## src/rtl/rxr_pkg.sv

```systemverilog
package rxr_pkg;

    localparam int DW          = 32;
    localparam int DESC_SHIFT  = 4;

    localparam int W0_OWN      = 31;
    localparam int W0_FIRST    = 29;
    localparam int W0_LAST     = 28;
    localparam int W0_BCAST    = 17;
    localparam int W0_MCAST    = 16;
    localparam int W1_END      = 31;

    typedef enum logic [2:0] {
        ST_IDLE,
        ST_RD_STAT,
        ST_RD_CTRL,
        ST_RD_BUF,
        ST_FILL,
        ST_WR_DATA,
        ST_WR_STAT,
        ST_DRAIN
    } rxr_state_e;

    typedef struct packed {
        logic bcast;
        logic mcast;
        logic first;
        logic wrap;
    } seg_flags_t;

    function automatic logic buf_addr_ok(input logic [1:0] lo);
        return lo == 2'b10;
    endfunction

endpackage

```

## src/rtl/rxr_lane_packer.sv

```systemverilog
module rxr_lane_packer #(
    parameter int BYTES = 4
) (
    input  logic                       clk,
    input  logic                       rst,
    input  logic                       load,
    input  logic [$clog2(BYTES)-1:0]   lane,
    input  logic [7:0]                 din,
    input  logic                       clear,
    output logic [8*BYTES-1:0]         word,
    output logic [BYTES-1:0]           be
);
    localparam int LANE_W = $clog2(BYTES);

    for (genvar g = 0; g < BYTES; g++) begin : g_lane
        logic [7:0] byte_q;
        logic       en_q;
        always_ff @(posedge clk) begin
            if (rst || clear) begin
                byte_q <= '0;
                en_q   <= 1'b0;
            end else if (load && lane == LANE_W'(g)) begin
                byte_q <= din;
                en_q   <= 1'b1;
            end
        end
        assign word[8*g +: 8] = byte_q;
        assign be[g]          = en_q;
    end

endmodule

```

## src/rtl/rxr_ring_index.sv

```systemverilog
module rxr_ring_index #(
    parameter int IDX_W = 8
) (
    input  logic             clk,
    input  logic             rst,
    input  logic             step,
    input  logic             wrap,
    output logic [IDX_W-1:0] idx
);
    always_ff @(posedge clk) begin
        if (rst) begin
            idx <= '0;
        end else if (step) begin
            idx <= wrap ? '0 : idx + IDX_W'(1);
        end
    end
endmodule

```

## src/rtl/rxr_ring_writer.sv

```systemverilog
module rxr_ring_writer
    import rxr_pkg::*;
#(
    parameter int AW    = 32,
    parameter int IDX_W = 8,
    parameter int LEN_W = 11
) (
    input  logic             clk,
    input  logic             rst,
    input  logic             cfg_rx_en,
    input  logic             cfg_dma_en,
    input  logic [AW-1:0]    ring_base,
    input  logic             frm_valid,
    output logic             frm_ready,
    input  logic [7:0]       frm_data,
    input  logic             frm_last,
    input  logic             frm_bcast,
    input  logic             frm_mcast,
    output logic             mem_req,
    output logic             mem_we,
    output logic [AW-1:0]    mem_addr,
    output logic [DW-1:0]    mem_wdata,
    output logic [DW/8-1:0]  mem_be,
    input  logic [DW-1:0]    mem_rdata,
    input  logic             mem_ready,
    output logic [IDX_W-1:0] rx_idx,
    output logic             ev_rx_ok,
    output logic             ev_rx_done,
    output logic             ev_no_buf,
    output logic             ev_align_err
);
    localparam int BE_W = DW / 8;

    rxr_state_e  state;
    seg_flags_t  flags;
    logic [LEN_W-1:0] seg_bufsz;
    logic [LEN_W-1:0] seg_cnt;
    logic [AW-1:0]    cur_addr;
    logic [AW-1:0]    word_addr;
    logic             seg_full;
    logic             frame_end;

    logic [AW-1:0]    desc_addr;
    logic [DW-1:0]    stat_word;
    logic [DW-1:0]    pk_word;
    logic [BE_W-1:0]  pk_be;
    logic             take;
    logic             pk_clear;
    logic             idx_step;
    logic             enabled;
    logic             seg_hit;

    assign enabled   = cfg_rx_en && cfg_dma_en;
    assign desc_addr = ring_base + (AW'(rx_idx) << DESC_SHIFT);
    assign take      = (state == ST_FILL) && frm_valid;
    assign pk_clear  = (state == ST_WR_DATA) && mem_ready;
    assign idx_step  = (state == ST_WR_STAT) && mem_ready;
    assign seg_hit   = (seg_cnt + LEN_W'(1)) == seg_bufsz;

    rxr_lane_packer #(.BYTES(BE_W)) u_packer (
        .clk   (clk),
        .rst   (rst),
        .load  (take),
        .lane  (cur_addr[$clog2(BE_W)-1:0]),
        .din   (frm_data),
        .clear (pk_clear),
        .word  (pk_word),
        .be    (pk_be)
    );

    rxr_ring_index #(.IDX_W(IDX_W)) u_index (
        .clk  (clk),
        .rst  (rst),
        .step (idx_step),
        .wrap (flags.wrap),
        .idx  (rx_idx)
    );

    always_comb begin
        stat_word            = '0;
        stat_word[W0_FIRST]  = flags.first;
        stat_word[W0_LAST]   = frame_end;
        stat_word[W0_BCAST]  = flags.bcast;
        stat_word[W0_MCAST]  = flags.mcast;
        stat_word[LEN_W-1:0] = seg_cnt;
    end

    always_comb begin
        mem_req   = 1'b0;
        mem_we    = 1'b0;
        mem_addr  = desc_addr;
        mem_wdata = '0;
        mem_be    = '1;
        frm_ready = 1'b0;
        case (state)
            ST_RD_STAT: mem_req = 1'b1;
            ST_RD_CTRL: begin
                mem_req  = 1'b1;
                mem_addr = desc_addr + AW'(4);
            end
            ST_RD_BUF: begin
                mem_req  = 1'b1;
                mem_addr = desc_addr + AW'(8);
            end
            ST_FILL:  frm_ready = 1'b1;
            ST_WR_DATA: begin
                mem_req   = 1'b1;
                mem_we    = 1'b1;
                mem_addr  = word_addr;
                mem_wdata = pk_word;
                mem_be    = pk_be;
            end
            ST_WR_STAT: begin
                mem_req   = 1'b1;
                mem_we    = 1'b1;
                mem_wdata = stat_word;
            end
            ST_DRAIN: frm_ready = 1'b1;
            default: ;
        endcase
    end

    always_ff @(posedge clk) begin
        if (rst) begin
            state        <= ST_IDLE;
            flags        <= '0;
            seg_bufsz    <= '0;
            seg_cnt      <= '0;
            cur_addr     <= '0;
            word_addr    <= '0;
            seg_full     <= 1'b0;
            frame_end    <= 1'b0;
            ev_rx_ok     <= 1'b0;
            ev_rx_done   <= 1'b0;
            ev_no_buf    <= 1'b0;
            ev_align_err <= 1'b0;
        end else begin
            ev_rx_ok     <= 1'b0;
            ev_rx_done   <= 1'b0;
            ev_no_buf    <= 1'b0;
            ev_align_err <= 1'b0;
            case (state)
                ST_IDLE: begin
                    if (enabled && frm_valid) begin
                        flags.bcast <= frm_bcast;
                        flags.mcast <= frm_mcast;
                        flags.first <= 1'b1;
                        state       <= ST_RD_STAT;
                    end
                end
                ST_RD_STAT: begin
                    if (mem_ready) begin
                        if (mem_rdata[W0_OWN]) begin
                            state <= ST_RD_CTRL;
                        end else begin
                            ev_no_buf <= 1'b1;
                            state     <= ST_DRAIN;
                        end
                    end
                end
                ST_RD_CTRL: begin
                    if (mem_ready) begin
                        seg_bufsz  <= mem_rdata[LEN_W-1:0];
                        flags.wrap <= mem_rdata[W1_END];
                        state      <= ST_RD_BUF;
                    end
                end
                ST_RD_BUF: begin
                    if (mem_ready) begin
                        if (buf_addr_ok(mem_rdata[1:0])) begin
                            cur_addr <= AW'(mem_rdata);
                            seg_cnt  <= '0;
                            state    <= ST_FILL;
                        end else begin
                            ev_align_err <= 1'b1;
                            state        <= ST_DRAIN;
                        end
                    end
                end
                ST_FILL: begin
                    if (frm_valid) begin
                        cur_addr  <= cur_addr + AW'(1);
                        word_addr <= {cur_addr[AW-1:2], 2'b00};
                        seg_cnt   <= seg_cnt + LEN_W'(1);
                        if (cur_addr[1:0] == 2'b11 || seg_hit || frm_last) begin
                            seg_full  <= seg_hit || frm_last;
                            frame_end <= frm_last;
                            state     <= ST_WR_DATA;
                        end
                    end
                end
                ST_WR_DATA: begin
                    if (mem_ready) begin
                        state <= seg_full ? ST_WR_STAT : ST_FILL;
                    end
                end
                ST_WR_STAT: begin
                    if (mem_ready) begin
                        if (frame_end) begin
                            ev_rx_ok   <= 1'b1;
                            ev_rx_done <= 1'b1;
                            state      <= ST_IDLE;
                        end else begin
                            flags.first <= 1'b0;
                            state       <= ST_RD_STAT;
                        end
                    end
                end
                ST_DRAIN: begin
                    if (frm_valid && frm_last) begin
                        state <= ST_IDLE;
                    end
                end
                default: state <= ST_IDLE;
            endcase
        end
    end

    AST_GATED_WHEN_OFF: assert property (@(posedge clk) disable iff (rst)
        (!enabled && state == ST_IDLE) |-> (!mem_req && !frm_ready));
    AST_REQ_HELD: assert property (@(posedge clk) disable iff (rst)
        (mem_req && !mem_ready) |=> (mem_req && $stable(mem_addr)));
    AST_SEG_WITHIN_BUF: assert property (@(posedge clk) disable iff (rst)
        (state == ST_WR_STAT) |-> (seg_cnt <= seg_bufsz));
    AST_WB_RELEASES: assert property (@(posedge clk) disable iff (rst)
        (mem_req && mem_we && mem_addr == desc_addr) |-> !mem_wdata[W0_OWN]);
    AST_WRITE_HAS_LANES: assert property (@(posedge clk) disable iff (rst)
        (mem_req && mem_we) |-> (mem_be != '0));
    AST_EVENTS_EXCL: assert property (@(posedge clk) disable iff (rst)
        $onehot0({ev_rx_done, ev_no_buf, ev_align_err}));
    AST_OK_WITH_DONE: assert property (@(posedge clk) disable iff (rst)
        ev_rx_done |-> ev_rx_ok);

endmodule

```

## config.mk

```make
export PLATFORM = sky130hd
export DESIGN_NAME = rxr_ring_writer
export DESIGN_NICKNAME = d
export VERILOG_FILES = /design/src/rtl/rxr_pkg.sv /design/src/rtl/rxr_lane_packer.sv /design/src/rtl/rxr_ring_index.sv /design/src/rtl/rxr_ring_writer.sv
export SDC_FILE = /design/constraint.sdc
export NUM_CORES = 1
export LEC_CHECK = 0
export ABC_AREA = 1
export BUFFER_PORTS_ARGS = -buffer_cell sky130_fd_sc_hd__buf_4
export CAP_MARGIN = 5
export CORE_ASPECT_RATIO = 0.9
export CORE_MARGIN = 3
export CORE_UTILIZATION = 55
export DETAILED_ROUTE_END_ITERATION = 8
export HOLD_SLACK_MARGIN = 0.05
export PLACE_DENSITY = 0.74
export SLEW_MARGIN = 10
export SYNTH_ARGS = -nofsm -noshare
export SYNTH_HDL_FRONTEND = slang
export SYNTH_SLANG_ARGS = --single-unit
```

## constraint.sdc

```tcl
create_clock -name clk -period 3.52 [get_ports clk]
set_input_delay 0.176 -clock clk [delete_from_list [all_inputs] [get_ports clk]]
set_output_delay 0.176 -clock clk [all_outputs]
set_load 0.1 [all_outputs]
```

# ---- Word-level counts from Yosys, hierarchy flattened
# Index checks and enable logic that the tools add are counted.
# W data, S select, Z words.
dict set report totals {
  register_bits 140
  in_bits 81
  output_inout_bits 83
  word_cells 123
}
dict set report op_classes {
  add_sub_neg 6
  eq_ne 23
  n_mux 36
  bitwise 4
  n_reduce_logical 31
}
# operator n
set ops {}
lappend ops {{$pmux W32 S2} 2}
lappend ops {{$mux W32} 3}
lappend ops {{$pmux W32 S3} 1}
lappend ops {{$mux W11} 3}
lappend ops {{$add A32 B1 Y32 const B} 1}
lappend ops {{$add A32 B12 Y32} 1}
lappend ops {{$add A32 B3 Y32 const B} 1}
lappend ops {{$add A32 B4 Y32 const B} 1}
lappend ops {{$mux W3} 10}
lappend ops {{$pmux W3 S8} 1}
lappend ops {{$pmux W11 S2} 1}
lappend ops {{$ne A2 B2 Y1 const B} 10}
lappend ops {{$eq A3 B3 Y1 const B} 4}
lappend ops {{$add A11 B1 Y11 const B} 1}
lappend ops {{$eq A11 B11 Y1} 1}
lappend ops {{$logic_and A1 B1 Y1} 10}
lappend ops {{$mux W1} 10}
lappend ops {{$reduce_and A9 Y1} 1}
lappend ops {{$reduce_or A3 Y1} 3}
lappend ops {{$add A8 B1 Y8 const B} 1}
lappend ops {{$mux W8} 1}
lappend ops {{$reduce_and A4 Y1} 2}
lappend ops {{$eq A2 B2 Y1 const B} 3}
lappend ops {{$eq A3 B2 Y1 const B} 2}
lappend ops {{15 further kinds} 26}

# ---- Depth between registers and ports, before layout
dict set report depth {
  ltp_word 7
  depth_mapped 20
  mapped_depth_nobuf 20
}

# ---- Hierarchy
# Synthesis repeated with hierarchy kept, for this count alone.
dict set report unflattened {
  hier_cells 1684
  area_unflattened_um2 10146.0
}
# mod instances cells_per_inst area_each_um2 seq_area_each_um2
set modules_own_cells {}
lappend modules_own_cells {rxr_ring_writer 1 1406 8209.1 1921.8}
lappend modules_own_cells {rxr_lane_packer 1 225 1551.5 720.7}
lappend modules_own_cells {rxr_ring_index 1 53 385.4 160.2}

# ---- Worst setup path before layout
# No wires, ideal clock.
dict set report synth_timing {
  path_kind {reg-to-output}
  start {register u_index.idx[0]}
  end {output port mem_addr[14]}
  t_arrival_ps 4695
  required_time_ps 3344
  setup_slack_ps -1351
  stages_incl_launch_ff 17
  path_buffers 0
  cell_sequence {dfxtp_1 -> ha_1 -> fa_1 -> nand2_2 -> nand2_4 -> nand3_1 -> nand2_2 -> clkinv_2 -> nand2_4 -> nor2_8 -> nand2_4 -> nor2_8 -> nand2_4 -> nand2_1 -> nand2_1 -> clkinv_1 -> o21ai_0}
}
dict set report synth_via {
  elab_chain_len 3
  elab_cells_between_ends 4
  cone_classes {add/sub: 3; mux: 1}
}
# element line
set synth_rtl {}
lappend synth_rtl {{start: declaration} rxr_ring_index.sv:8} ;# output logic [IDX_W-1:0] idx
lappend synth_rtl {{start signal: assignment} rxr_ring_index.sv:14} ;# idx <= wrap ? '0 : idx + IDX_W'(1);
lappend synth_rtl {{$add A32 B12 Y32 (*)} rxr_ring_writer.sv:54} ;# assign desc_addr = ring_base + (AW'(rx_idx) << DESC_SHIFT);
lappend synth_rtl {{$add A32 B4 Y32 or $add A32 B3 Y32 (tied branches)} {rxr_ring_writer.sv:103, rxr_ring_writer.sv:99}}
lappend synth_rtl {{$pmux W32 S3 (*)} rxr_ring_writer.sv:95} ;# case (state)
lappend synth_rtl {{end: declaration} rxr_ring_writer.sv:21} ;# output logic [AW-1:0] mem_addr,
# Mark *: on every way between the ends. The rest lies on a longest branch, timed or not.

# ---- Worst setup path after layout
dict set report layout_timing {
  start {register u_index.idx[3]}
  end {output port mem_addr[12]}
}
# The elaborated chain is that of the path after synthesis.

==> impl_metrics.csv <==
group,metric,value,unit
cts,numClockSinks,140,
yosys,syn_area,9900,um^2
power,cellPowerDensity,544,nW/um^2
sta,finalWorstSetupSlack,0.0829,ns
final_layout,layout.nets,1858,
final_layout,area_growth,25.1,%
die,core_area,17200,um^2
cts,cts-htree-levels,4,
die,start_util,57.5,%
sta,setup_viol,0,
yosys,synthCells,1594,
yosys,synth_edf_count,0,
die,dieArea,19600,um^2
placed_design,place_congestion,1.02,
cts,ctsRootBufferMaster,"clkbuf_16",
final_layout,nFillCells,1517,
drt,drtAntennaViolNets,0,
critical_path,endpoint_kind,"primary output",
power,total_leakage_power,5.32,nW
final_layout,fin_util,71.9,%
final_layout,drive_above_1_share,20.2,%
grt,overflow,0,
critical_path,r2r-start,"state[1]",
sta,fmax,291,MHz
yosys,yosysUniqueCellTypes,53,
sta,worst_pin_slew,0.733,ns
critical_path,rrSetupSlack,0.35,ns
grt,groute.usage.overall,32.8,%
drt,vias_per_cell,5.74,
yosys,avgSynthCellArea,6.21,um^2
drt,vias,11500,
critical_path,arrival,3.26,ns
power,power.total,6.74,mW
grt,grt_pass1_vias,10100,
drt,routed_wirelength,33500,um
sta,fin_crit,3.44,ns
sta,relSlewSlack,51.1,%
cts,cts_made_buffers,17,
critical_path,critPathMaxFanout,6,
critical_path,required,3.34,ns
sta,rsz0062_at_grt,"yes",
job,max-cap-violations,0,
placed_design,place_area,11400,um^2
grt,grt_pass1_wl,52800,um
yosys,async_flop_share,0,%
min_path,hold_depth,3,
die,pin_count,164,
yosys,synth_seq_cells,140,
grt,antenna_found_initial,0,
final_layout,post-route-cell-area,12400,um^2
final_layout,diodes,0,
yosys,synth_top_flop_cell,"dfxtp_1",
sta,drv_slew,0,
placed_design,place_ws,0.416,ns
cts,path_clk_slew,0.07,ns
drt,dr.pass1.iters,6,
run_status,outcome,"completed",
min_path,min_delay_worst_endpoint,"seg_bufsz[7]",
yosys,synth_top_area_share,28.3,%
sta,fin_worst_skew,0.0128,ns
yosys,synth_area_leaders,"dfxtp_1 28%, nand2_1 14%, nor2_1 8.1%",
yosys,syn-num-nets,1692,
min_path,hold_path.class,"primary input to register",
cts,cts_tree,"done",
sta,hold_viol,0,
power,ir_drop,0.418,mV
grt,grt_max_degree,54,
critical_path,ff2ff_path_depth,10,
yosys,yosysSeqAreaShare,28.3,%
die,rows,45,
yosys,yosysWarnings,0,
cts,clockBufferDepth,2,
critical_path,critPathLaunch,"u_index.idx[3]",
drt,route.detailed.drc,0,
critical_path,worstSetupStartpointType,"register",
placed_design,dp_hpwl,25300,um
critical_path,critPathKind,"register to primary output",
cts,clock_latency,0.43,ns
drt,drtIter0Drc,1448,
die,die_y,133,um
yosys,synth_top_area_cell,"dfxtp_1",
placed_design,io_buffers,163,
die,die_x,147,um
drt,wl_per_cell,16.7,um
sta,finalCritPeriodShare,97.6,%
critical_path,worstReg2RegEnd,"cur_addr[12]",
min_path,min_from,"mem_rdata[7]",
sta,setup_tns,0,ns
[cell usage after synthesis, types with 5 or more instances]
cell,count
nand3b_1,12
nand2_1,376
nand2_2,18
clkinv_1,5
nand3_2,12
inv_2,14
a211oi_1,6
a221oi_1,5
o2111ai_1,7
ha_1,16
nor3_1,15
buf_2,8
o22ai_1,12
dfxtp_1,140
clkbuf_1,40
o21ai_1,12
inv_1,173
nor2_4,11
a21oi_1,131
nor2_2,12
o211ai_1,9
o21ai_0,127
xor2_1,19
nand4_1,36
xnor2_1,15
nand2_4,11
nor2_1,214
nand3_1,93
[logic make-up after synthesis]
logic type               share of synthesized area [%]
buffers and inverters                             9.71
XOR/XNOR                                          3.01
AO/OA/AOI/OAI                                     18.3
flip-flops                                        28.3
adder cells (fa/ha/maj)                           2.22
AND/OR/NAND/NOR                                   38.4
[state kept, by name, indices dropped and copies added, names as in the netlist]
register                cells
u_packer.g_lane.byte_q     32
u_index.idx                 8
frame_end                   1
ev_rx_done                  1
flags                       4
state                       3
word_addr                  30
seg_bufsz                  11
seg_cnt                    11
seg_full                    1
u_packer.g_lane.en_q        4
cur_addr                   32
ev_align_err                1
ev_no_buf                   1
[placed cells by master (no fill, tap or decap), types with 4 or more instances in the layout]
master	Yosys	final
nand2_1	376	368
nor2_1	214	202
buf_4	2	173
inv_1	173	172
dfxtp_1	140	132
a21oi_1	131	130
o21ai_0	127	123
nand3_1	93	91
nand4_1	36	36
nand2_2	18	25
nor2_2	12	21
xor2_1	19	19
clkbuf_16	0	17
inv_2	14	15
nor3_1	15	15
xnor2_1	15	15
nor2_4	11	14
nand2_4	11	12
nand3b_1	12	12
o21ai_1	12	12
ha_1	16	12
dlygate4sd3_1	0	12
o22ai_1	12	11
nand3_2	12	11
buf_6	2	10
o211ai_1	9	9
dfxtp_4	0	8
o2111ai_1	7	7
nand3_4	3	6
a211oi_1	6	6
clkinv_1	5	5
a221oi_1	5	5
clkinv_2	1	4
o21ai_2	2	4
clkinv_4	0	4
[how the worst max path moves through the flow]
| stage | to | depth (start not counted) |
|---|---|---|
| 3_5_place_dp | mem_addr[18] | 13 |
| 5_1_grt | mem_addr[27] | 18 |
| 4_1_cts | mem_addr[22] | 18 |
| 2_1_floorplan | mem_addr[29] | 11 |
| 3_3_place_gp | mem_addr[18] | 13 |
| 6_report | mem_addr[12] | 14 |
[report_power, final]
part           total (mW)  internal [mW]  switching [mW]  leakage, nW
logic                2.99          0.757            2.23         3.90
registers            1.97           1.79           0.182         1.14
clock network        1.78           1.05           0.728        0.279
[layer usage]
metal | wire length (um) | global-route usage [%]
met5 | 0 | 0
met3 | 3570 | 6.67
met2 | 14800 | 49.9
met1 | 14600 | 47.8
met4 | 563 | 8.07
[per-stage QoR]
stage	cells	hold WS, ns
after floorplan	1594	0.311
after global placement	1952	0.408
after detailed placement	1952	0.417
after CTS	1996	0.0507
after global routing	2008	0.0763
final	2008	0.0522
[worst max-delay path, cell delays in order, from the launching register on]
cell and delay (ns):
dfxtp_4 0.37, ha_1 0.38, nand2_2 0.11, nor2_1 0.24
nand2_2 0.10, nand2_4 0.10, nand2_1 0.06, nand2_1 0.14
nand2_4 0.11, nor2_1 0.10, nand2_1 0.07, nor2_1 0.37
o21ai_0 0.15, o2111ai_1 0.18, buf_4 0.36
[area by class of cell]
class	count	area (um^2)	area share [%]
tap	235	294	2.37
clock buffer	19	433	3.49
clock inverter	13	145	1.17
timing repair buffer	201	1640	13.2
inverter	193	726	5.86
sequential	140	2830	22.9
multi-input combinational	1207	6320	51.0
[repair_timing]
item                                    4_1_cts  5_1_grt
endpoints found under the setup margin        1       19
pin swaps                                     0       11
resized for setup                             2       56
hold buffers                                 12        0
setup buffers                                 0       12
hold endpoints to repair                     12        0
Note: power is estimated with default switching activity, not from simulation.
